### config.mk
export PLATFORM = sky130hd
export DESIGN_NAME = irq_pulse_gen
export DESIGN_NICKNAME = d
export VERILOG_FILES = /design/src/rtl/irq_gen_pkg.sv /design/src/rtl/irq_event_counter.sv /design/src/rtl/irq_ms_prescaler.sv /design/src/rtl/irq_rise_pulse.sv /design/src/rtl/irq_pulse_gen.sv
export SDC_FILE = /design/constraint.sdc
export NUM_CORES = 1
export LEC_CHECK = 0
export BUFFER_PORTS_ARGS = -buffer_cell sky130_fd_sc_hd__buf_2
export CAP_MARGIN = 20
export CORE_MARGIN = 2
export CORE_UTILIZATION = 30
export CTS_BUF_LIST = sky130_fd_sc_hd__clkbuf_16
export CTS_CLUSTER_DIAMETER = 80
export DETAILED_ROUTE_END_ITERATION = 7
export GPL_ROUTABILITY_DRIVEN = 1
export PLACE_DENSITY = 0.43
export SLEW_MARGIN = 20
export SYNTH_ARGS = -nofsm -noshare
export SYNTH_HDL_FRONTEND = slang
export SYNTH_HIERARCHICAL = 1
export SYNTH_SLANG_ARGS = --single-unit
### constraint.sdc
create_clock -name clk_i -period 5.62 [get_ports clk_i]
set_input_delay 0.281 -clock clk_i [delete_from_list [all_inputs] [get_ports clk_i]]
set_output_delay 0.281 -clock clk_i [all_outputs]
set_load 0.1 [all_outputs]
### src/rtl/irq_gen_pkg.sv
package irq_gen_pkg;
  // control word shared by the saturating counters
  typedef struct packed {
    logic clr;
    logic load_one;
    logic inc;
  } cnt_ctrl_t;
endpackage

### src/rtl/irq_event_counter.sv
module irq_event_counter
  import irq_gen_pkg::*;
#(
  parameter int W = 32
) (
  input  logic         clk_i,
  input  logic         rst_ni,
  input  cnt_ctrl_t    ctrl_i,
  output logic [W-1:0] cnt_o
);
  localparam logic [W-1:0] CNT_MAX = '1;
  localparam logic [W-1:0] CNT_ONE = W'(1);

  always_ff @(posedge clk_i or negedge rst_ni) begin
    if (!rst_ni)
      cnt_o <= '0;
    else if (ctrl_i.clr)
      cnt_o <= ctrl_i.load_one ? CNT_ONE : '0;
    else if (ctrl_i.inc && cnt_o != CNT_MAX)
      cnt_o <= cnt_o + CNT_ONE;
  end
endmodule

### src/rtl/irq_ms_prescaler.sv
module irq_ms_prescaler #(
  parameter int TICK_CYCLES = 125000
) (
  input  logic clk_i,
  input  logic rst_ni,
  input  logic clr_i,
  input  logic run_i,
  output logic tick_o
);
  localparam int PW = (TICK_CYCLES > 1) ? $clog2(TICK_CYCLES) : 1;
  localparam logic [PW-1:0] LAST = PW'(TICK_CYCLES - 1);

  logic [PW-1:0] pre_q;

  assign tick_o = run_i && !clr_i && (pre_q == LAST);

  always_ff @(posedge clk_i or negedge rst_ni) begin
    if (!rst_ni)
      pre_q <= '0;
    else if (clr_i)
      pre_q <= '0;
    else if (run_i)
      pre_q <= (pre_q == LAST) ? '0 : pre_q + PW'(1);
  end
endmodule

### src/rtl/irq_rise_pulse.sv
module irq_rise_pulse (
  input  logic clk_i,
  input  logic rst_ni,
  input  logic level_i,
  output logic pulse_o
);
  logic level_q;

  always_ff @(posedge clk_i or negedge rst_ni) begin
    if (!rst_ni) begin
      level_q <= 1'b0;
      pulse_o <= 1'b0;
    end else begin
      level_q <= level_i;
      pulse_o <= level_i && !level_q;
    end
  end
endmodule

### src/rtl/irq_pulse_gen.sv
module irq_pulse_gen
  import irq_gen_pkg::*;
#(
  parameter int CNT_W       = 32,
  parameter int TICK_CYCLES = 125000
) (
  input  logic             clk_i,
  input  logic             rst_ni,
  input  logic [CNT_W-1:0] thr_cnt_i,
  input  logic [CNT_W-1:0] thr_ms_i,
  input  logic             tstamp_i,
  input  logic             err_flag_i,
  input  logic             acq_start_i,
  input  logic             acq_stop_i,
  output logic             irq_cnt_o,
  output logic             irq_time_o,
  output logic             irq_err_o
);
  logic             acq_q;
  logic [CNT_W-1:0] ts_cnt;
  logic [CNT_W-1:0] ms_cnt;
  logic             ms_tick;
  logic             hit_cnt, hit_time, ctl_busy, fire;
  cnt_ctrl_t        ts_ctrl, ms_ctrl;

  assign hit_cnt  = acq_q && (thr_cnt_i != '0) && (ts_cnt > thr_cnt_i);
  assign hit_time = acq_q && (thr_ms_i != '0) && (ts_cnt != '0) && (ms_cnt > thr_ms_i);
  assign ctl_busy = acq_start_i || acq_stop_i;
  assign fire     = (hit_cnt || hit_time) && !ctl_busy;

  always_comb begin
    ts_ctrl.clr      = acq_start_i || fire;
    ts_ctrl.load_one = fire && !acq_start_i && tstamp_i;  // carry into next interval
    ts_ctrl.inc      = acq_q && tstamp_i;
    ms_ctrl.clr      = acq_start_i || fire;
    ms_ctrl.load_one = 1'b0;
    ms_ctrl.inc      = ms_tick;
  end

  irq_event_counter #(.W(CNT_W)) u_ts_cnt (
    .clk_i  (clk_i),
    .rst_ni (rst_ni),
    .ctrl_i (ts_ctrl),
    .cnt_o  (ts_cnt)
  );

  irq_event_counter #(.W(CNT_W)) u_ms_cnt (
    .clk_i  (clk_i),
    .rst_ni (rst_ni),
    .ctrl_i (ms_ctrl),
    .cnt_o  (ms_cnt)
  );

  irq_ms_prescaler #(.TICK_CYCLES(TICK_CYCLES)) u_pre (
    .clk_i  (clk_i),
    .rst_ni (rst_ni),
    .clr_i  (acq_start_i || fire),
    .run_i  (acq_q),
    .tick_o (ms_tick)
  );

  irq_rise_pulse u_err (
    .clk_i   (clk_i),
    .rst_ni  (rst_ni),
    .level_i (err_flag_i),
    .pulse_o (irq_err_o)
  );

  always_ff @(posedge clk_i or negedge rst_ni) begin
    if (!rst_ni) begin
      acq_q      <= 1'b0;
      irq_cnt_o  <= 1'b0;
      irq_time_o <= 1'b0;
    end else begin
      // stop wins over a simultaneous start
      if (acq_stop_i)       acq_q <= 1'b0;
      else if (acq_start_i) acq_q <= 1'b1;
      irq_cnt_o  <= hit_cnt && !ctl_busy;
      irq_time_o <= hit_time && !ctl_busy;
    end
  end
endmodule

==> impl_summary.txt, run 1 <==
----------------------------------------------------
[Worst setup path]
  Required time worst endpoint ... 5890 ps
  Category of cells accounting for the largest share of critical-path delay ... simple AND/OR/NAND/NOR gates
  Slowest Stage Delay on Critical Path ... 620 ps
  CP endpoint kind ... register
  Arrival time worst endpoint ... 5290 ps
  Class of the most critical setup path ... register to register
  Worst path cell trace ... ha_1, nand4_2, nor3_2, a21boi_1, or4b_4, a2111oi_4, o211ai_4, nand2b_1, nor2_1, buf_4, nand2_1, nor4_1, o2111ai_1, or4_1, a21oi_1
  Cell at the slowest stage of the critical path ... or4_1
  Maximum fanout along the worst path ... 10
  Bufs and invs on worst path ... 1
  Nature of the critical path startpoint ... register

[Timing]
  Worst slew slack as a fraction of its limit ... 38.88%
  Setup TNS ... 0 ps
  Final period utilization ... 89.39%
  Peak clock frequency supported by timing ... 0.1991 GHz
  Setup repair after global routing missed its margin ... false
  Clock Skews ... 10.86 ps
  Least-Margin Pin Slew ... 915.9 ps
  Hold violation count in the final report ... 0
  WHS ... 51.45 ps
  Final period demand of the worst path ... 5023 ps
  Number of failing setup endpoints in the final timing report ... 0
  Max Slew Vio Count ... 0

[Route]
  First-pass iteration count of the detailed router ... 5
  Drt first-iter violations ... 371
  Number of DRC violations after detailed routing ... 0
  Antenna-violating nets left ... 0
  Per-cell routed wire length ... 17.78 µm
  Vias after detailed routing ... 6474
  DRT Wirelength ... 20.66 mm
  DR vias/cell ... 5.571

[Cells and area]
  Leading cell type in the layout, fill and taps excluded ... dfrtp_1
  Share of final-layout standard cells stronger than drive strength 1 ... 15.51%
  Post-synthesis to final-layout area growth ... 13.20%
  Leading cell types in the layout, fill and taps excluded ... dfrtp_1 (86), inv_1 (80), buf_2 (71), ha_1 (67), a21oi_1 (65)
  Number of fill cells ... 2385
  Ant diodes ... 0
  Net total in the final layout ... 1009

[Logic synthesis]
  Register bit total from synthesis ... 86
  Yosys warnings ... 6
  Fraction of the yosys area taken by sequential cells ... 31.11%
  Synthesized instance count ... 805
  Most common flop cell mapped by yosys ... dfrtp_1
  Post-Synthesis Net Count ... 942
  Asr flop ratio synth ... 100.0%
  Mean Syn Cell Area ... 8.594 µm²
  Number of enable flip-flop cells after synthesis ... 0
  Netlist area before placement ... 6918 µm²
  Distinct cells, synth ... 69

[Clock tree]
  Number of buffers inserted by post-CTS setup repair ... 0
  Clock-pin slew reported for the worst setup and hold paths after clock tree synthesis ... 70 ps
  Clock sink count ... 86
  Max Root-Sink Buffers ... 2
  Clock tree root buffer cell ... clkbuf_16
  Total clock buffers created by CTS ... 9
  Clock latency at the later pin of the worst-skew pair ... 350 ps
  Hold-fix buffer count after cts ... 1
  CTS tree ... built
  Number of H-tree branching levels ... 3
  Post-CTS Resized ... 0

[Placed design]
  Final estimated routing congestion in global placement ... 0.7915
  Port buffer count ... 72
  Post-DP HPWL ... 15.67 mm

[Die]
  Die outline area ... 24290 µm²
  Std-Cell Core Area ... 22640 µm²
  Initial Utilization ... 30.56%
  Die Wd ... 155.9 µm
  Die Height ... 155.9 µm
  Total number of placement rows ... 55
  Io pins ... 73

[Run]
  Max-cap violations ... 0

[GRT]
  Overall track demand over capacity in global routing ... 17.41%
  Wire length of the first global-routing pass ... 33.44 mm
  Number of global-route vias before repair ... 6119
  Maximum number of pins on one net before global-route repair ... 65
  Initial antenna violation count ... 0
  Total congestion overflow ... 0

[Pwr]
  Leakage ... 3.448 nW
  Maximum vdd ir drop ... 0.1198 mV
  Power per Cell Area ... 169.7 nW/µm²

[Status]
  Outcome ... completed

[Hold path]
  Hold crit path type ... input pin to register

----------------------------------------------------
-- power by group --
group          internal (mW)  leakage, nW  switching, mW
combinational         0.0481         2.12         0.0831
clock                  0.297        0.135          0.270
sequential             0.623         1.19        0.00788
total                  0.968         3.45          0.361
-- kinds of logic (layout without fill, tap and decap cells) --
kind of cell / Yosys count / count (layout) / synth area share [%]
AOI/OAI and AO/OA: 185 / 185 / 17.49
xor gates and xnor gates: 15 / 15 / 1.899
adders and majority gates: 67 / 67 / 12.12
buffers and inverters: 103 / 175 / 6.312
DFF: 86 / 86 / 31.11
muxes: 5 / 5 / 0.8138
other: 1 / 1 / 0.05421
and+or+nand+nor: 343 / 343 / 30.20
-- cell type report --
| type | instances | area (µm²) | area share [%] |
|---|---|---|---|
| repair buffers | 79 | 417.9 | 5.336 |
| flip-flops and latches | 86 | 2152 | 27.48 |
| clock inverters | 7 | 41.29 | 0.5272 |
| well taps | 285 | 356.6 | 4.553 |
| clock buffers | 9 | 225.2 | 2.876 |
| multi-input cells | 616 | 4338 | 55.39 |
| inverters | 80 | 300.3 | 3.834 |
-- routing by layer --
layer	global-route usage (%)	up-vias	wire [µm]
li1	-	3206	-
met4	4.806	0	330
met3	1.778	21	699
met5	0	-	0
met2	27.98	153	9369
met1	24.92	3094	10260
-- cells in the mapped netlist, types with 14 or more instances --
master / count / area (µm²)
nand2_1: 56 / 210.2
o31ai_1: 20 / 150.1
o21ai_0: 27 / 135.1
inv_1: 80 / 300.3
or3_1: 14 / 87.58
nor2_1: 42 / 157.7
nand3_1: 30 / 150.1
nor4_1: 44 / 275.3
or4_1: 19 / 142.6
dfrtp_1: 86 / 2152
a31oi_1: 16 / 100.1
ha_1: 67 / 838.3
a21oi_1: 65 / 325.3
nand4_1: 41 / 256.5
-- state kept, by name, summed over array words and instances (netlist names) --
name	cells
u_ms_cnt/cnt_o	32
u_err/pulse_o	1
irq_cnt_o	1
irq_time_o	1
u_err/level_q	1
u_ts_cnt/cnt_o	32
acq_q	1
u_pre/pre_q	17
-- final timing paths --
| kind | slack [ps] | cells past startpoint | from | to |
|---|---|---|---|---|
| worst max-delay path | 600 | 15 | u_ms_cnt/cnt_o[14]$_DFFE_PN0P_ | u_ms_cnt/cnt_o[29]$_DFFE_PN0P_ |
| worst min-delay path | 50 | 1 | err_flag_i | u_err/level_q$_DFF_PN0_ |
| worst max register to register | 600 | 15 | u_ms_cnt/cnt_o[14]$_DFFE_PN0P_ | u_ms_cnt/cnt_o[29]$_DFFE_PN0P_ |
| worst min register to register | 440 | 1 | u_err/level_q$_DFF_PN0_ | u_err/pulse_o$_DFF_PN0_ |
| max in group asynchronous | 4040 | 3 | rst_ni | u_pre/pre_q[7]$_DFFE_PN0P_ |
| min in group asynchronous | 380 | 2 | rst_ni | u_ms_cnt/cnt_o[21]$_DFFE_PN0P_ |
-- through the flow --
step	setup slack, ps	cell area (µm²)	utilization, %	std cells	total power [mW]
after floorplan	1220	6918	-	805	0.7082
after global placement	666.8	7555	33.37	1145	0.7776
after detailed placement	528.4	7555	33.37	1145	0.7769
after CTS	522.3	7831	34.59	1162	1.350
after global routing	240.0	7831	34.59	1162	1.391
final	596.6	7831	34.59	1162	1.329
No activity file was read; power rests on OpenSTA's default activity.
==> inputs of run 2 (changes only) <==
- REMOVE_ABC_BUFFERS: default -> 1
==> run 2 against run 1 <==
Core utilization grew 0.15 points. Global-route usage fell by 0.40 points. First-iteration DRC count up 11%. Final area grew 0.43%. Hold slack improved by 4.6 ps. Non-clock buffer count shrank 2. Largest cell class unchanged. Clock power up 15%. Largest power group is now clock. Flip-flop and latch count unchanged.
==> impl_summary.txt, run 2 (same netlist as run 1, synthesis figures left out) <==
----------------------------------------------------
[Status]
  Outcome ... completed

[Worst setup path]
  Arrival time worst endpoint ... 5080 ps (-210 ps)
  Category of cells accounting for the largest share of critical-path delay ... simple AND/OR/NAND/NOR gates
  CP endpoint kind ... register
  Count of cells along the worst register-to-register path ... 15 (unchanged)
  Worst path cell trace ... ha_1, nand4_1, nor3_2, a21boi_1, or4b_4, a2111oi_4, o211ai_4, nand2b_1, nor2_1, buf_4, nand2_1, nor4_1, o2111ai_1, or4_1, a21oi_1
  Bufs and invs on worst path ... 1 (unchanged)
  Slowest Stage Delay on Critical Path ... 610 ps (about the same)
  Required time worst endpoint ... 5890 ps (about the same)
  Setup slack of the most critical reg-to-reg path ... 820 ps (+220 ps)
  Class of the most critical setup path ... register to register
  FF-to-FF End ... u_ms_cnt/cnt_o[29]$_DFFE_PN0P_
  Nature of the critical path startpoint ... register
  Maximum fanout along the worst path ... 10 (unchanged)
  Cell at the slowest stage of the critical path ... or4_1
  Launch instance of the worst register-to-register path ... u_ms_cnt/cnt_o[10]$_DFFE_PN0P_

[Route]
  Per-cell routed wire length ... 17.20 µm (-3.2%)
  DRT Wirelength ... 19.96 mm (-3.4%)
  First-pass iteration count of the detailed router ... 5 (unchanged)
  DR vias/cell ... 5.486 (-1.5%)
  Number of DRC violations after detailed routing ... 0 (unchanged)
  Vias after detailed routing ... 6364 (-1.7%)
  Antenna-violating nets left ... 0 (unchanged)
  Drt first-iter violations ... 413 (+11%)

[Timing]
  Clock Skews ... 10.95 ps (+0.08920 ps)
  Setup repair after global routing missed its margin ... false
  Minimum setup slack in the final design ... 815.8 ps (+219.2 ps)
  Worst slew slack as a fraction of its limit ... 45.66% (+6.8 points)
  Hold violation count in the final report ... 0 (unchanged)
  Number of failing setup endpoints in the final timing report ... 0 (unchanged)
  Peak clock frequency supported by timing ... 0.2082 GHz (+4.6%)
  Final period utilization ... 85.48% (-3.9 points)
  Max Slew Vio Count ... 0 (unchanged)
  Final period demand of the worst path ... 4804 ps (-219.2 ps)
  Least-Margin Pin Slew ... 814.2 ps (-101.7 ps)
  Setup TNS ... 0 ps (unchanged)

[GRT]
  Maximum number of pins on one net before global-route repair ... 63 (-3.1%)
  Wire length of the first global-routing pass ... 32.82 mm (-1.9%)
  Overall track demand over capacity in global routing ... 17.01% (-0.40 points)
  Initial antenna violation count ... 0 (unchanged)
  Number of global-route vias before repair ... 6001 (-1.9%)
  Total congestion overflow ... 0 (unchanged)

[Cells and area]
  Area occupied by multi-input gates ... 4338 µm² (unchanged)
  Post-synthesis to final-layout area growth ... 13.69%
  Share of final-layout standard cells stronger than drive strength 1 ... 15.09% (-0.42 points)
  Register area ... 2152 µm² (unchanged)
  Number of fill cells ... 2394 (+0.38%)
  Leading cell type in the layout, fill and taps excluded ... dfrtp_1
  Largest regs ... u_ms_cnt/cnt_o x32, u_ts_cnt/cnt_o x32, u_pre/pre_q x17
  Share of the core filled with cells ... 34.74% (+0.15 points)
  Net total in the final layout ... 1007 (-0.20%)
  Ant diodes ... 0 (unchanged)
  Leading cell types in the layout, fill and taps excluded ... dfrtp_1 (86), inv_1 (81), buf_2 (71), ha_1 (67), a21oi_1 (65)

[Pwr]
  Leakage ... 3.460 nW (+0.37%)
  Power per Cell Area ... 179.4 nW/µm² (+5.7%)
  Maximum vdd ir drop ... 0.1423 mV (+19%)

[Clock tree]
  Number of H-tree branching levels ... 3 (unchanged)
  CTS tree ... built
  Post-CTS Resized ... 0 (unchanged)
  Max Root-Sink Buffers ... 2 (unchanged)
  Clock sink count ... 86 (unchanged)
  Clock latency at the later pin of the worst-skew pair ... 350 ps (about the same)
  Number of buffers inserted by post-CTS setup repair ... 0 (unchanged)
  Clock tree root buffer cell ... clkbuf_16
  Total clock buffers created by CTS ... 9 (unchanged)
  Clock-pin slew reported for the worst setup and hold paths after clock tree synthesis ... 70 ps (about the same)

[Die]
  Total number of placement rows ... 55 (unchanged)
  Std-Cell Core Area ... 22640 µm² (unchanged)
  Die Wd ... 155.9 µm (unchanged)
  Die Height ... 155.9 µm (unchanged)
  Io pins ... 73 (unchanged)
  Initial Utilization ... 30.56% (unchanged)
  Die outline area ... 24290 µm² (unchanged)

[Hold path]
  Start point of the worst min-delay path ... err_flag_i
  Min-Delay Path Depth ... 1 (unchanged)
  Hold crit path type ... input pin to register
  Hold worst-path end ... u_err/level_q$_DFF_PN0_

[Placed design]
  Place WS ... 823.5 ps (+295.2 ps)
  Port buffer count ... 72 (unchanged)
  Final estimated routing congestion in global placement ... 0.7909 (about the same)
  Post-DP HPWL ... 15.11 mm (-3.6%)

[Run]
  Max-cap violations ... 0 (unchanged)

----------------------------------------------------
==> run 2: cell count changes in the layout (fill, tap and decap cells not counted), sizes merged <==
cell / delta
clkinv: -2
bufinv: +2
inv: +1
buf: -2
clkinvlp: -1
==> run 2: metal layers <==
layer / share of wire, % / track usage, %
met4: 1.6 / 4.849
met3: 3.7 / 1.722
met1: 50 / 24.83
met2: 45 / 26.65
met5: 0 / 0
==> run 2: area by class of cell <==
| class | instances | share of cell area [%] |
|---|---|---|
| Timing Repair Buffer | 77 | 5.122 |
| Inverter | 80 | 3.818 |
| Tap cell | 285 | 4.534 |
| Clock buffer | 9 | 2.864 |
| Sequential cell | 86 | 27.36 |
| Clock inverter | 7 | 1.145 |
| Multi-Input combinational cell | 616 | 55.15 |
==> run 2: worst max path at each step <==
stage                                         startpoint                             end  slack [ps]  depth (start not counted)
final                     u_ms_cnt/cnt_o[10]$_DFFE_PN0P_  u_ms_cnt/cnt_o[29]$_DFFE_PN0P_         820                         15
after global routing      u_ms_cnt/cnt_o[10]$_DFFE_PN0P_  u_ms_cnt/cnt_o[29]$_DFFE_PN0P_         390                         15
after CTS                 u_ms_cnt/cnt_o[14]$_DFFE_PN0P_  u_ms_cnt/cnt_o[26]$_DFFE_PN0P_         810                         15
after detailed placement  u_ms_cnt/cnt_o[11]$_DFFE_PN0P_  u_ms_cnt/cnt_o[26]$_DFFE_PN0P_         820                         15
after global placement    u_ms_cnt/cnt_o[14]$_DFFE_PN0P_  u_ms_cnt/cnt_o[28]$_DFFE_PN0P_         880                         15
after floorplan           u_ms_cnt/cnt_o[14]$_DFFE_PN0P_  u_ms_cnt/cnt_o[26]$_DFFE_PN0P_         380                         14
==> run 2: metrics by stage <==
stage,area [µm²],power [mW],cells,hold slack [ps]
floorplan,6782,0.7040,782,-14.59
finish,7865,1.411,1160,56.00
global route,7865,1.478,1160,51.13
global placement,7540,0.7757,1143,308.1
CTS,7865,1.441,1160,37.79
detailed placement,7540,0.7748,1143,310.9
==> run 2: power breakdown <==
part	switching, mW	total (mW)	internal, mW	leakage (nW)
clock	0.262	0.650	0.388	0.158
sequential	0.00797	0.631	0.624	1.19
combinational	0.0815	0.129	0.0476	2.11
total	0.352	1.41	1.06	3.46
==> run 2: timing repair <==
item	CTS	global route
endpoints found under the hold margin	36	0
hold buffers	1	0
endpoints found under the setup margin	0	0
==> inputs of run 3 (changes only) <==
- PLACE_DENSITY: 0.43 -> 0.45
- clock period: 5.62 -> 3.9 ns (I/O delays scaled with it)
==> run 3 against run 2 <==
The run now ends with hold timing, setup timing left. Clock power is 22% higher. Final area up 14%. Cell count increased by 10%. Non-clock buffer count rose by 119. Setup slack got worse by 970 ps. Sequential power increased by 44%. Hold slack worse by 68 ps. Critical path depth unchanged. Critical path type unchanged. Largest power group is now registers.
==> impl_summary.txt, run 3 (same netlist as run 1, synthesis figures left out) <==
----------------------------------------------------
[Hold path]
  Hold crit path type ... input pin to async pin

[GRT]
  Overall track demand over capacity in global routing ... 17.30% (+0.29 points)
  Maximum number of pins on one net before global-route repair ... 72 (+14%)
  Initial antenna violation count ... 0 (unchanged)
  Wire length of the first global-routing pass ... 33.24 mm (+1.3%)
  Number of global-route vias before repair ... 6399 (+6.6%)
  Total congestion overflow ... 0 (unchanged)

[Placed design]
  Final estimated routing congestion in global placement ... 0.8537 (+7.9%)
  Place WS ... -513.9 ps (-1337 ps)
  Port buffer count ... 72 (unchanged)
  Dpl cells ... 1255 (+9.8%)
  Post-DP HPWL ... 15.70 mm (+3.9%)

[Clock tree]
  Total clock buffers created by CTS ... 9 (unchanged)
  Max Root-Sink Buffers ... 2 (unchanged)
  Number of H-tree branching levels ... 3 (unchanged)
  CTS tree ... built
  Clock tree root buffer cell ... clkbuf_16
  Clock latency at the later pin of the worst-skew pair ... 350 ps (about the same)
  Clock-pin slew reported for the worst setup and hold paths after clock tree synthesis ... 70 ps (about the same)
  Clock sink count ... 86 (unchanged)

[Die]
  Std-Cell Core Area ... 22640 µm² (unchanged)
  Die outline area ... 24290 µm² (unchanged)
  Initial Utilization ... 30.56% (unchanged)
  Total number of placement rows ... 55 (unchanged)
  Die Height ... 155.9 µm (unchanged)
  Io pins ... 73 (unchanged)
  Die Wd ... 155.9 µm (unchanged)

[Worst setup path]
  Critical Path Most Common Cell ... or4_4
  Arrival time worst endpoint ... 4330 ps (-750 ps)
  Maximum fanout along the worst path ... 7 (-3)
  CP endpoint kind ... register
  Slowest Stage Delay on Critical Path ... 530 ps (-80 ps)
  Required time worst endpoint ... 4180 ps (-1710 ps)
  Class of the most critical setup path ... register to register
  Bufs and invs on worst path ... 1 (unchanged)
  Cell at the slowest stage of the critical path ... or4b_4
  Worst path cell trace ... ha_4, nor2b_4, o211ai_2, a21boi_1, or4b_4, a2111oi_4, buf_4, o211ai_4, nand2b_4, nor2_4, nand2_2, or4_4, or3_4, or4_4, a21oi_2
  Nature of the critical path startpoint ... register
  Category of cells accounting for the largest share of critical-path delay ... simple AND/OR/NAND/NOR gates

[Route]
  Per-cell routed wire length ... 16.11 µm (-6.3%)
  Number of DRC violations after detailed routing ... 0 (unchanged)
  DR vias/cell ... 5.264 (-4.1%)
  Drt first-iter violations ... 454 (+9.9%)
  Vias after detailed routing ... 6727 (+5.7%)
  Antenna-violating nets left ... 0 (unchanged)
  DRT Wirelength ... 20.59 mm (+3.2%)
  First-pass iteration count of the detailed router ... 5 (unchanged)

[Pwr]
  Power dissipated by switching net loads ... 0.5061 mW (+44%)
  Portion of total power attributed to sequential cells ... 47.2% (+2.4 points)
  Power per Cell Area ... 215.1 nW/µm² (+20%)
  Share of total power consumed by net switching ... 26.33% (+1.4 points)
  Relative contribution of combinational cells to total power ... 11.7% (+2.5 points)
  Leakage ... 4.072 nW (+18%)
  Cell internal power dissipation ... 1.416 mW (+34%)
  Maximum vdd ir drop ... 0.1681 mV (+18%)
  Clock network fraction of total power ... 41.2% (-4.9 points)

[Timing]
  Number of failing setup endpoints in the final timing report ... 4 (+4)
  Minimum setup slack in the final design ... -149.7 ps (-965.5 ps)
  Worst slew slack as a fraction of its limit ... 36.01% (-9.6 points)
  WHS ... -11.85 ps (-67.85 ps)
  Final period utilization ... 103.8% (+18 points)
  Hold violation count in the final report ... 9 (+9)
  Least-Margin Pin Slew ... 959.8 ps (+145.6 ps)
  Clock Skews ... 9.361 ps (-1.589 ps)
  Setup TNS ... -492.8 ps (-492.8 ps)
  Final period demand of the worst path ... 4050 ps (-754.5 ps)
  Setup repair after global routing missed its margin ... true
  Peak clock frequency supported by timing ... 0.2469 GHz (+19%)
  Max Slew Vio Count ... 0 (unchanged)

[Cells and area]
  Share of final-layout standard cells stronger than drive strength 1 ... 27.79% (+13 points)
  Area occupied by multi-input gates ... 4564 µm² (+5.2%)
  Non-Filler Instances ... 1278 (+10%)
  Post-synthesis to final-layout area growth ... 29.19%
  Number of fill cells ... 2339 (-2.3%)
  Leading cell type in the layout, fill and taps excluded ... buf_4
  Register area ... 2152 µm² (unchanged)
  Net total in the final layout ... 1126 (+12%)
  Ant diodes ... 0 (unchanged)
  Largest regs ... u_ms_cnt/cnt_o x32, u_ts_cnt/cnt_o x32, u_pre/pre_q x17
  Leading cell types in the layout, fill and taps excluded ... buf_4 (121), dfrtp_1 (86), inv_1 (81), buf_2 (71), a21oi_1 (61)
  Share of the core filled with cells ... 39.48% (+4.7 points)

[Status]
  Violated checks ... hold timing, setup timing
  Outcome ... complete, but fails checks

[Run]
  Max-cap violations ... 0 (unchanged)

----------------------------------------------------
==> run 3: cell count changes in the layout (fill, tap and decap cells not counted), moves of 2 or more <==
cell	change
buf_4	+116
ha_1	-10
ha_4	+10
a21oi_1	-4
a21oi_2	+4
buf_6	+3
clkinv_2	+3
or4_1	-3
or4_4	+3
bufinv_16	-2
clkinv_4	-2
nor4_4	+2
==> run 3: power groups by stage <==
stage / clock network, mW / logic [mW] / registers [mW]
3_3_place_gp: 0 / 0.217 / 0.923
5_1_grt: 0.852 / 0.256 / 0.907
6_report: 0.791 / 0.224 / 0.906
2_1_floorplan: 0 / 0.0872 / 0.927
4_1_cts: 0.821 / 0.223 / 0.906
3_5_place_dp: 0 / 0.218 / 0.923
==> run 3: worst paths after layout <==
| check | start | endpoint | slack (ps) | cells past startpoint |
|---|---|---|---|---|
| max | u_ms_cnt/cnt_o[1]$_DFFE_PN0P_ | u_ms_cnt/cnt_o[26]$_DFFE_PN0P_ | -150 | 15 |
| min | rst_ni | u_ms_cnt/cnt_o[0]$_DFFE_PN0P_ | -10 | 1 |
| max reg2reg | u_ms_cnt/cnt_o[1]$_DFFE_PN0P_ | u_ms_cnt/cnt_o[26]$_DFFE_PN0P_ | -150 | 15 |
| min reg2reg | u_err/level_q$_DFF_PN0_ | u_err/pulse_o$_DFF_PN0_ | 460 | 1 |
| max in group asynchronous | rst_ni | u_ms_cnt/cnt_o[10]$_DFFE_PN0P_ | 3130 | 2 |
| min in group clk_i | acq_stop_i | acq_q$_DFFE_PN0N_ | 40 | 2 |
==> run 3: repair_timing <==
action | 4_1_cts | 5_1_grt
hold endpoints to repair | 1 | 0
gates resized for setup | 11 | 22
pin swaps | 11 | 11
hold buffers | 1 | 0
setup endpoints to repair | 14 | 15
buffers inserted | 2 | 5
==> run 3: cell type report <==
cell class / instances / share of cell area, %
Multi-Input combinational cell: 616 / 51.07
Sequential cell: 86 / 24.08
Timing Repair Buffer: 196 / 14.63
Tap cell: 285 / 3.990
Inverter: 80 / 3.360
Clock buffer: 9 / 2.520
Clock inverter: 6 / 0.3500
==> run 3: per-stage QoR <==
stage          cell area (µm²)  power [mW]  hold WS (ps)
2_1_floorplan             6782       1.015        -100.6
3_3_place_gp              8381       1.140         324.0
3_5_place_dp              8381       1.141         326.7
4_1_cts                   8726       1.950         31.80
5_1_grt                   8937       2.015         32.40
6_report                  8937       1.922        -11.85
==> run 3: per-layer routing <==
metal  global-route usage, %  wire length (µm)  part of all wire (%)  vias to the layer above
li1                        -                 -                     -                     3444
met1                   25.11             10630                    52                     3124
met2                   27.39              9112                    44                      142
met3                   1.917               610                   3.0                       17
met4                   4.500               240                   1.2                        0
met5                       0                 0                     0                        -
